[src/rtl/dma_chan_pkg.sv]
// Package: shared register selects, mode and step codes, control-word layout.
// Assumes the count width is at least 24 bits wherever reload mode is used.
package dma_chan_pkg;
    localparam logic [2:0] REG_SRC  = 3'd0;
    localparam logic [2:0] REG_DST  = 3'd1;
    localparam logic [2:0] REG_CNT  = 3'd2;
    localparam logic [2:0] REG_CTRL = 3'd3;
    localparam logic [2:0] REG_SRCB = 3'd4;
    localparam logic [2:0] REG_DSTB = 3'd5;
    localparam logic [2:0] REG_CNTB = 3'd6;
    localparam logic [2:0] REG_GLB  = 3'd7;

    localparam logic [1:0] MODE_NORMAL = 2'd0;
    localparam logic [1:0] MODE_REPEAT = 2'd1;
    localparam logic [1:0] MODE_RELOAD = 2'd2;

    localparam logic [1:0] STEP_UP   = 2'd1;
    localparam logic [1:0] STEP_DOWN = 2'd2;

    // Control word, bit 0 at the bottom of the list.
    typedef struct packed {
        logic       edge_det;   // 14
        logic       auto_req;   // 13
        logic [1:0] mode;       // 12:11
        logic [1:0] size;       // 10:9
        logic [1:0] dst_step;   // 8:7
        logic [1:0] src_step;   // 6:5
        logic       half_flag;  // 4
        logic       end_flag;   // 3
        logic       half_ie;    // 2
        logic       irq_en;     // 1
        logic       chan_en;    // 0
    } ctrl_t;

    localparam int CTRL_W = $bits(ctrl_t);
endpackage

[src/rtl/dma_addr_step.sv]
// Address stepper: next address after one unit for one side.
// Assumes the size code selects 1, 2, 4 or 8 bytes; codes 0 and 3 hold.
module dma_addr_step
    import dma_chan_pkg::*;
#(
    parameter int AW = 32
) (
    input  logic [AW-1:0] addr,
    input  logic [1:0]    step,
    input  logic [1:0]    size,
    output logic [AW-1:0] addr_next
);
    logic [AW-1:0] delta;

    // Compute byte delta and apply according to the step code.
    always_comb begin
        delta = AW'(1) << size;
        case (step)
            STEP_UP:   addr_next = addr + delta;
            STEP_DOWN: addr_next = addr - delta;
            default:   addr_next = addr;
        endcase
    end
endmodule

[src/rtl/dma_count_unit.sv]
// Count unit: next count and end/half/refill events for one completed unit.
// Assumes CW >= 24 so that reload mode finds its three byte fields.
module dma_count_unit
    import dma_chan_pkg::*;
#(
    parameter int CW = 24
) (
    input  logic [CW-1:0] cnt,
    input  logic [CW-1:0] cntb,
    input  logic [1:0]    mode,
    output logic [CW-1:0] cnt_next,
    output logic          hit_end,
    output logic          hit_half,
    output logic          refill_addr
);
    logic [CW-1:0] dec;
    logic [7:0]    lo_dec;

    // Decide next count and events from the mode.
    always_comb begin
        dec         = cnt - CW'(1);
        lo_dec      = cnt[7:0] - 8'd1;
        cnt_next    = dec;
        hit_end     = 1'b0;
        hit_half    = 1'b0;
        refill_addr = 1'b0;
        case (mode)
            MODE_REPEAT: begin
                hit_half = (dec == (cntb >> 1));
                if (dec == '0) begin
                    cnt_next    = cntb;
                    refill_addr = 1'b1;
                    hit_end     = 1'b1;
                end
            end
            MODE_RELOAD: begin
                cnt_next = {cnt[CW-1:8], lo_dec};
                if (lo_dec == 8'd0) begin
                    if (cnt[15:8] == 8'd0) begin
                        hit_end = 1'b1;
                    end else begin
                        cnt_next    = {cnt[CW-1:16], cnt[15:8] - 8'd1, cnt[23:16]};
                        refill_addr = 1'b1;
                    end
                end
            end
            default: hit_end = (dec == '0);
        endcase
    end
endmodule

[src/rtl/dma_req_detect.sv]
// Request detector: level, rising-edge or automatic request source.
// Assumes 'issue' pulses in the cycle a unit request is raised; an edge
// arriving in that same cycle is kept for the next unit.
module dma_req_detect (
    input  logic clk,
    input  logic rst_n,
    input  logic dreq,
    input  logic edge_mode,
    input  logic auto_mode,
    input  logic issue,
    output logic pending
);
    logic dreq_q;
    logic latch_q;
    logic rise;

    assign rise = dreq && !dreq_q;

    // Delay dreq and hold one stored request per rising edge.
    always_ff @(posedge clk) begin
        if (!rst_n) begin
            dreq_q  <= 1'b0;
            latch_q <= 1'b0;
        end else begin
            dreq_q  <= dreq;
            latch_q <= edge_mode && (rise || (latch_q && !issue));
        end
    end

    // Pick the request source.
    assign pending = auto_mode ? 1'b1 : (edge_mode ? latch_q : dreq);

    p_edge_consumed_r9: assert property (@(posedge clk) disable iff (!rst_n)
        (edge_mode && !auto_mode && issue && !rise) |=> !latch_q);
endmodule

[src/rtl/dma_chan_engine.sv]
// DMA channel engine: register file, request gating, one-unit bus handshake,
// count/address update in normal, repeat and reload modes, and interrupt.
// Assumes AW <= DW and CW <= DW - 8; a register write wins over a same-cycle
// hardware update of that register.
module dma_chan_engine
    import dma_chan_pkg::*;
#(
    parameter int AW = 32,
    parameter int DW = 32,
    parameter int CW = 24
) (
    input  logic          clk,
    input  logic          rst_n,
    input  logic          wr_en,
    input  logic [2:0]    wr_addr,
    input  logic [DW-1:0] wr_data,
    input  logic [2:0]    rd_addr,
    output logic [DW-1:0] rd_data,
    input  logic          dreq,
    input  logic          nmi_evt,
    input  logic          addr_err_evt,
    output logic          bus_req,
    input  logic          bus_gnt,
    output logic [AW-1:0] bus_src,
    output logic [AW-1:0] bus_dst,
    output logic [1:0]    bus_size,
    output logic          irq
);
    localparam int NSIDE = 2;

    ctrl_t         ctrl_q, ctrl_wr;
    logic [AW-1:0] src_q, dst_q, srcb_q, dstb_q;
    logic [CW-1:0] cnt_q, cntb_q;
    logic [7:0]    blo_q;
    logic          master_q, nmi_q, ae_q, req_q;
    logic          abort, can_start, pending, issue, done;
    logic [CW-1:0] cnt_next;
    logic          hit_end, hit_half, refill_addr;
    logic [AW-1:0] side_cur  [NSIDE];
    logic [AW-1:0] side_nxt  [NSIDE];
    logic [1:0]    side_step [NSIDE];

    // Gate requests from enables, fault flags and the end-flag rule.
    always_comb begin
        abort     = !ctrl_q.chan_en || !master_q || nmi_q || ae_q;
        can_start = !abort && (!ctrl_q.end_flag ||
                    (ctrl_q.mode == MODE_REPEAT && ctrl_q.half_ie && !ctrl_q.half_flag));
        issue     = !req_q && can_start && pending;
        done      = req_q && bus_gnt && !abort;
    end

    dma_req_detect u_req (
        .clk       (clk),
        .rst_n     (rst_n),
        .dreq      (dreq),
        .edge_mode (ctrl_q.edge_det),
        .auto_mode (ctrl_q.auto_req),
        .issue     (issue),
        .pending   (pending)
    );

    dma_count_unit #(.CW(CW)) u_cnt (
        .cnt         (cnt_q),
        .cntb        (cntb_q),
        .mode        (ctrl_q.mode),
        .cnt_next    (cnt_next),
        .hit_end     (hit_end),
        .hit_half    (hit_half),
        .refill_addr (refill_addr)
    );

    assign side_cur[0]  = src_q;
    assign side_cur[1]  = dst_q;
    assign side_step[0] = ctrl_q.src_step;
    assign side_step[1] = ctrl_q.dst_step;

    for (genvar s = 0; s < NSIDE; s++) begin : g_side
        dma_addr_step #(.AW(AW)) u_step (
            .addr      (side_cur[s]),
            .step      (side_step[s]),
            .size      (ctrl_q.size),
            .addr_next (side_nxt[s])
        );
    end

    // Control word as written: flags may only be cleared by software.
    always_comb begin
        ctrl_wr           = ctrl_t'(wr_data[CTRL_W-1:0]);
        ctrl_wr.end_flag  = ctrl_q.end_flag  && wr_data[3];
        ctrl_wr.half_flag = ctrl_q.half_flag && wr_data[4];
    end

    // One-unit handshake: raise, hold until grant, drop on grant or abort.
    always_ff @(posedge clk) begin
        if (!rst_n) begin
            req_q <= 1'b0;
        end else if (req_q) begin
            if (abort || bus_gnt) req_q <= 1'b0;
        end else if (issue) begin
            req_q <= 1'b1;
        end
    end

    // Register file: unit updates first, software writes and fault events last.
    always_ff @(posedge clk) begin
        if (!rst_n) begin
            ctrl_q   <= '0;
            src_q    <= '0;
            dst_q    <= '0;
            srcb_q   <= '0;
            dstb_q   <= '0;
            cnt_q    <= '0;
            cntb_q   <= '0;
            blo_q    <= '0;
            master_q <= 1'b0;
            nmi_q    <= 1'b0;
            ae_q     <= 1'b0;
        end else begin
            if (done) begin
                cnt_q <= cnt_next;
                src_q <= refill_addr ? srcb_q : side_nxt[0];
                dst_q <= refill_addr ? dstb_q : side_nxt[1];
                if (hit_end)  ctrl_q.end_flag  <= 1'b1;
                if (hit_half) ctrl_q.half_flag <= 1'b1;
            end
            if (wr_en) begin
                case (wr_addr)
                    REG_SRC:  src_q  <= AW'(wr_data);
                    REG_DST:  dst_q  <= AW'(wr_data);
                    REG_CNT: begin
                        cnt_q <= CW'(wr_data);
                        blo_q <= wr_data[7:0];
                    end
                    REG_CTRL: ctrl_q <= ctrl_wr;
                    REG_SRCB: srcb_q <= AW'(wr_data);
                    REG_DSTB: dstb_q <= AW'(wr_data);
                    REG_CNTB: cntb_q <= CW'(wr_data);
                    default: begin
                        master_q <= wr_data[0];
                        nmi_q    <= nmi_q && wr_data[1];
                        ae_q     <= ae_q && wr_data[2];
                    end
                endcase
            end
            if (nmi_evt)      nmi_q <= 1'b1;
            if (addr_err_evt) ae_q  <= 1'b1;
        end
    end

    // Register read mux.
    always_comb begin
        case (rd_addr)
            REG_SRC:  rd_data = DW'(src_q);
            REG_DST:  rd_data = DW'(dst_q);
            REG_CNT:  rd_data = DW'(cnt_q);
            REG_CTRL: rd_data = DW'(ctrl_q);
            REG_SRCB: rd_data = DW'(srcb_q);
            REG_DSTB: rd_data = DW'(dstb_q);
            REG_CNTB: rd_data = DW'(cntb_q) | (DW'(blo_q) << (DW - 8));
            default:  rd_data = DW'({ae_q, nmi_q, master_q});
        endcase
    end

    // Bus command and interrupt outputs.
    assign bus_req  = req_q;
    assign bus_src  = src_q;
    assign bus_dst  = dst_q;
    assign bus_size = ctrl_q.size;
    assign irq      = (ctrl_q.end_flag && ctrl_q.irq_en) ||
                      (ctrl_q.half_flag && ctrl_q.half_ie);

    p_start_gated_r2: assert property (@(posedge clk) disable iff (!rst_n)
        $rose(bus_req) |-> $past(ctrl_q.chan_en && master_q && !nmi_q && !ae_q));
    p_abort_drop_r4: assert property (@(posedge clk) disable iff (!rst_n)
        (bus_req && (nmi_q || ae_q || !ctrl_q.chan_en || !master_q)) |=> !bus_req);
    p_count_down_r1: assert property (@(posedge clk) disable iff (!rst_n)
        (done && ctrl_q.mode == MODE_NORMAL && !wr_en) |=> (cnt_q == $past(cnt_q) - CW'(1)));
    p_normal_end_r8: assert property (@(posedge clk) disable iff (!rst_n)
        (done && ctrl_q.mode == MODE_NORMAL && cnt_q == CW'(1) && !wr_en) |=> ctrl_q.end_flag);
    p_repeat_refill_r6: assert property (@(posedge clk) disable iff (!rst_n)
        (done && ctrl_q.mode == MODE_REPEAT && cnt_q == CW'(1) && !wr_en) |=> (cnt_q == $past(cntb_q)));
    p_one_unit_r11: assert property (@(posedge clk) disable iff (!rst_n)
        (bus_req && bus_gnt) |=> !bus_req);
endmodule

[config.mk]
export PLATFORM = sky130hd
export DESIGN_NAME = dma_chan_engine
export DESIGN_NICKNAME = d
export VERILOG_FILES = /design/src/rtl/dma_chan_pkg.sv /design/src/rtl/dma_addr_step.sv /design/src/rtl/dma_count_unit.sv /design/src/rtl/dma_req_detect.sv /design/src/rtl/dma_chan_engine.sv
export SDC_FILE = /design/constraint.sdc
export NUM_CORES = 1
export LEC_CHECK = 0
export BUFFER_PORTS_ARGS = -buffer_cell sky130_fd_sc_hd__buf_2
export CAP_MARGIN = 20
export CELL_PAD_IN_SITES_DETAIL_PLACEMENT = 1
export CELL_PAD_IN_SITES_GLOBAL_PLACEMENT = 2
export CORE_MARGIN = 2
export CORE_UTILIZATION = 35
export DETAILED_ROUTE_END_ITERATION = 16
export PLACE_DENSITY = 0.82
export SETUP_SLACK_MARGIN = 0.5
export SLEW_MARGIN = 20
export SYNTH_ARGS = -nofsm -noshare
export SYNTH_HDL_FRONTEND = slang
export SYNTH_SLANG_ARGS = --single-unit
[constraint.sdc]
create_clock -name clk -period 5.1 [get_ports clk]
set_input_delay 0.51 -clock clk [delete_from_list [all_inputs] [get_ports clk]]
set_output_delay 0.51 -clock clk [all_outputs]
set_load 0.05 [all_outputs]
==> results.ini <==
[placement]
placed_cells = 2697
numPortBuffers = 144
placed_area_sq_um = 16400
gp_congestion = 0.950
dpl.hpwl_um = 57000

[layout]
multi_input_area_sq_um = 10400
instances_no_fill = 2749
seq_area_sq_um = 4100
final_area_sq_um = 17400
fill_cells = 5361
area_growth_syn_to_layout_pct = 13.9
nNetsFinal = 2259
drive_gt1_frac = 0.139

[drt]
met1_length_um = 34000
wirelength_um = 77700
antenna_left = 0
wl_per_cell_um = 28.3
maxUsedRoutingLayer = met4
via_count = 17215
first_pass_iters = 5
drtIter0Drc = 1768
via_per_inst = 6.26
drc_errors = 0
wl_met3_um = 7190
dr_wl_met2_um = 33100

[timing]
tightest_slew_ns = 1.04
timing.setup.tns_ns = 0
maxSlewHeadroom = 0.309
fin_worst_skew_ns = 0.00914
hold_viol_final = 0
drv_slew = 0
fmax_ghz = 0.231
rsz0062_at_grt = no
period_needed_ns = 4.32
setup_viol = 0
finalCritPeriodShare = 0.847

[global_routing]
grt_util_all_layers = 0.340
antenna_found_initial = 2
grt_remaining_overflow = 0
grt_pass1_vias = 16927
grt_max_degree = 80
grt_pass1_wl_um = 114000

[yosys]
yosysWarnings = 0
synth_most_common_cell = nand2_1
synthFlopType = dfxtp_1
ys_types = 84
synthTopCellsByCount = nand2_1, a21oi_1, dfxtp_1
synth_top_area_frac = 0.269
syn_nets = 2198
ys_seq_elements = 205
synth_edf_count = 0
ys_seq_area_frac = 0.269
synth_top_area_cell = dfxtp_1
syn_inst = 2080
synthesis.area_sq_um = 15200
synth_area_leaders = dfxtp_1, a21oi_1, nand2_1, ha_1, o21ai_0
avgSynthCellArea_sq_um = 7.33
synthArstFlopShare = 0

[clock_tree]
cts.repair.resized = 0
cts_tree = built
postCtsSetupRepairBufs = 0
h-tree-depth = 1
ctsHoldBuffers = 0
clk_latency_ns = 0.57
clk_pin_slew_ns = 0.06
root_buffer = clkbuf_16
ctsLongestPathBuffers = 3
cts_buffers = 27
cts_num_sinks = 205

[worst_setup_path]
cp_data_required_time_ns = 5.55
path_common_cell = nor4_1
max_stage_delay_ns = 0.50
slowest_stage = nor3b_2
r2r_slack_ns = 0.78
worstSetupStartpoint = cnt_q[0]
timing.rr.end = bus_dst[31]
crit_chain = inv_1 -> ha_1 -> nor3b_2 -> nand2_1 -> nor4_1 -> xor2_1 -> nor4_1 -> nand4_2 -> and2_1 -> buf_4 -> o31ai_1 -> a32o_1 -> nor2_1
worst-endpoint-arrival_ns = 4.77
path_class = reg2reg
endpoint = bus_dst[31]
crit_fanout = 41
r2r_start = cnt_q[0]
crit_path_end_kind = flop
cp-start-kind = flop
ff2ff_path_depth = 13

[run_status]
outcome = completed

[floorplanning]
ios = 145
start_util = 0.354
core_sq_um = 43100
dieArea_sq_um = 45200
dieWidth_um = 213
die_h_um = 213
row_count = 76

[power_and_ir_drop]
p_per_area_nw_per_um2 = 257
power.leakage_nw = 6.83
ir_drop_mv = 0.221
power_w = 0.00446

[flow_run]
drv_cap = 0

[worst_hold_path]
min_path_type = in2reg
hold_path_depth = 2

[worst min path at each step]
stage | start | to
6_report | dreq | u_req.dreq_q
5_1_grt | nmi_evt | nmi_q
4_1_cts | dreq | u_req.dreq_q
3_5_place_dp | blo_q[3] | blo_q[3]
3_3_place_gp | blo_q[7] | blo_q[7]
2_1_floorplan | blo_q[3] | blo_q[3]
[per-layer routing]
| metal | up-vias | track usage |
|---|---|---|
| met4 | 0 | 0.142 |
| li1 | 7693 | - |
| met3 | 163 | 0.0656 |
| met5 | - | 0 |
| met1 | 8532 | 0.474 |
| met2 | 827 | 0.513 |
[cells by family after synthesis]
kind of cell | synth area share
AOI/OAI and AO/OA | 0.292
xor gates and xnor gates | 0.0585
adders and majority gates | 0.0609
buffers and inverters | 0.0534
DFF | 0.269
muxes | 0.0474
and+or+nand+nor | 0.219
[through the flow]
| step | utilization | setup WS [ns] | hold WS, ns |
|---|---|---|---|
| after floorplan | - | 1.54 | 0.436 |
| after global placement | 0.381 | 0.761 | 0.450 |
| after CTS | 0.402 | 0.611 | 0.162 |
| final | 0.403 | 0.780 | 0.176 |
| after global routing | 0.403 | 0.507 | 0.184 |
| after detailed placement | 0.381 | 0.656 | 0.460 |
[critical path, delay by kind of cell (launching register included)]
kind / cells / cell delay, ns
adders and majority gates: 1 / 0.25
buffers and inverters: 2 / 0.47
DFF: 1 / 0.43
AOI/OAI and AO/OA: 2 / 0.65
and+or+nand+nor: 7 / 2.15
xor gates and xnor gates: 1 / 0.23
[where the power goes]
part           internal (W)  switching (W)
combinational      0.000238       0.000554
clock               0.00113       0.000816
sequential          0.00164      0.0000751
[placed cells by master, fill, tap and decap left out, types with 35 or more instances in the layout]
cell     synthesis  layout
nand2_1        361     359
a21oi_1        289     289
dfxtp_1        205     205
buf_2            9     143
o21ai_0        128     128
nor2_1         115     115
ha_1            71      71
xnor2_1         55      55
buf_4            4      52
nand3_1         52      51
mux2i_1         43      43
xor2_1          40      40
nor3_1          40      38
inv_1           35      35
[area by class of cell]
type / instances / area share
Inverter: 37 / 0.00814
Tap cell: 585 / 0.0422
Clock inverter: 7 / 0.00317
Sequential cell: 205 / 0.236
Antenna cell: 3 / 0.000432
Clock buffer: 42 / 0.0485
Multi-Input combinational cell: 1675 / 0.597
Timing Repair Buffer: 195 / 0.0637
[sequential cells by signal (all words and copies together) (netlist names), 2 cells and up]
signal	count
blo_q	8
dstb_q	32
srcb_q	32
cnt_q	24
ctrl_q	13
cntb_q	24
bus_src	32
bus_size	2
bus_dst	32
Power figures use the tool's default switching activity.
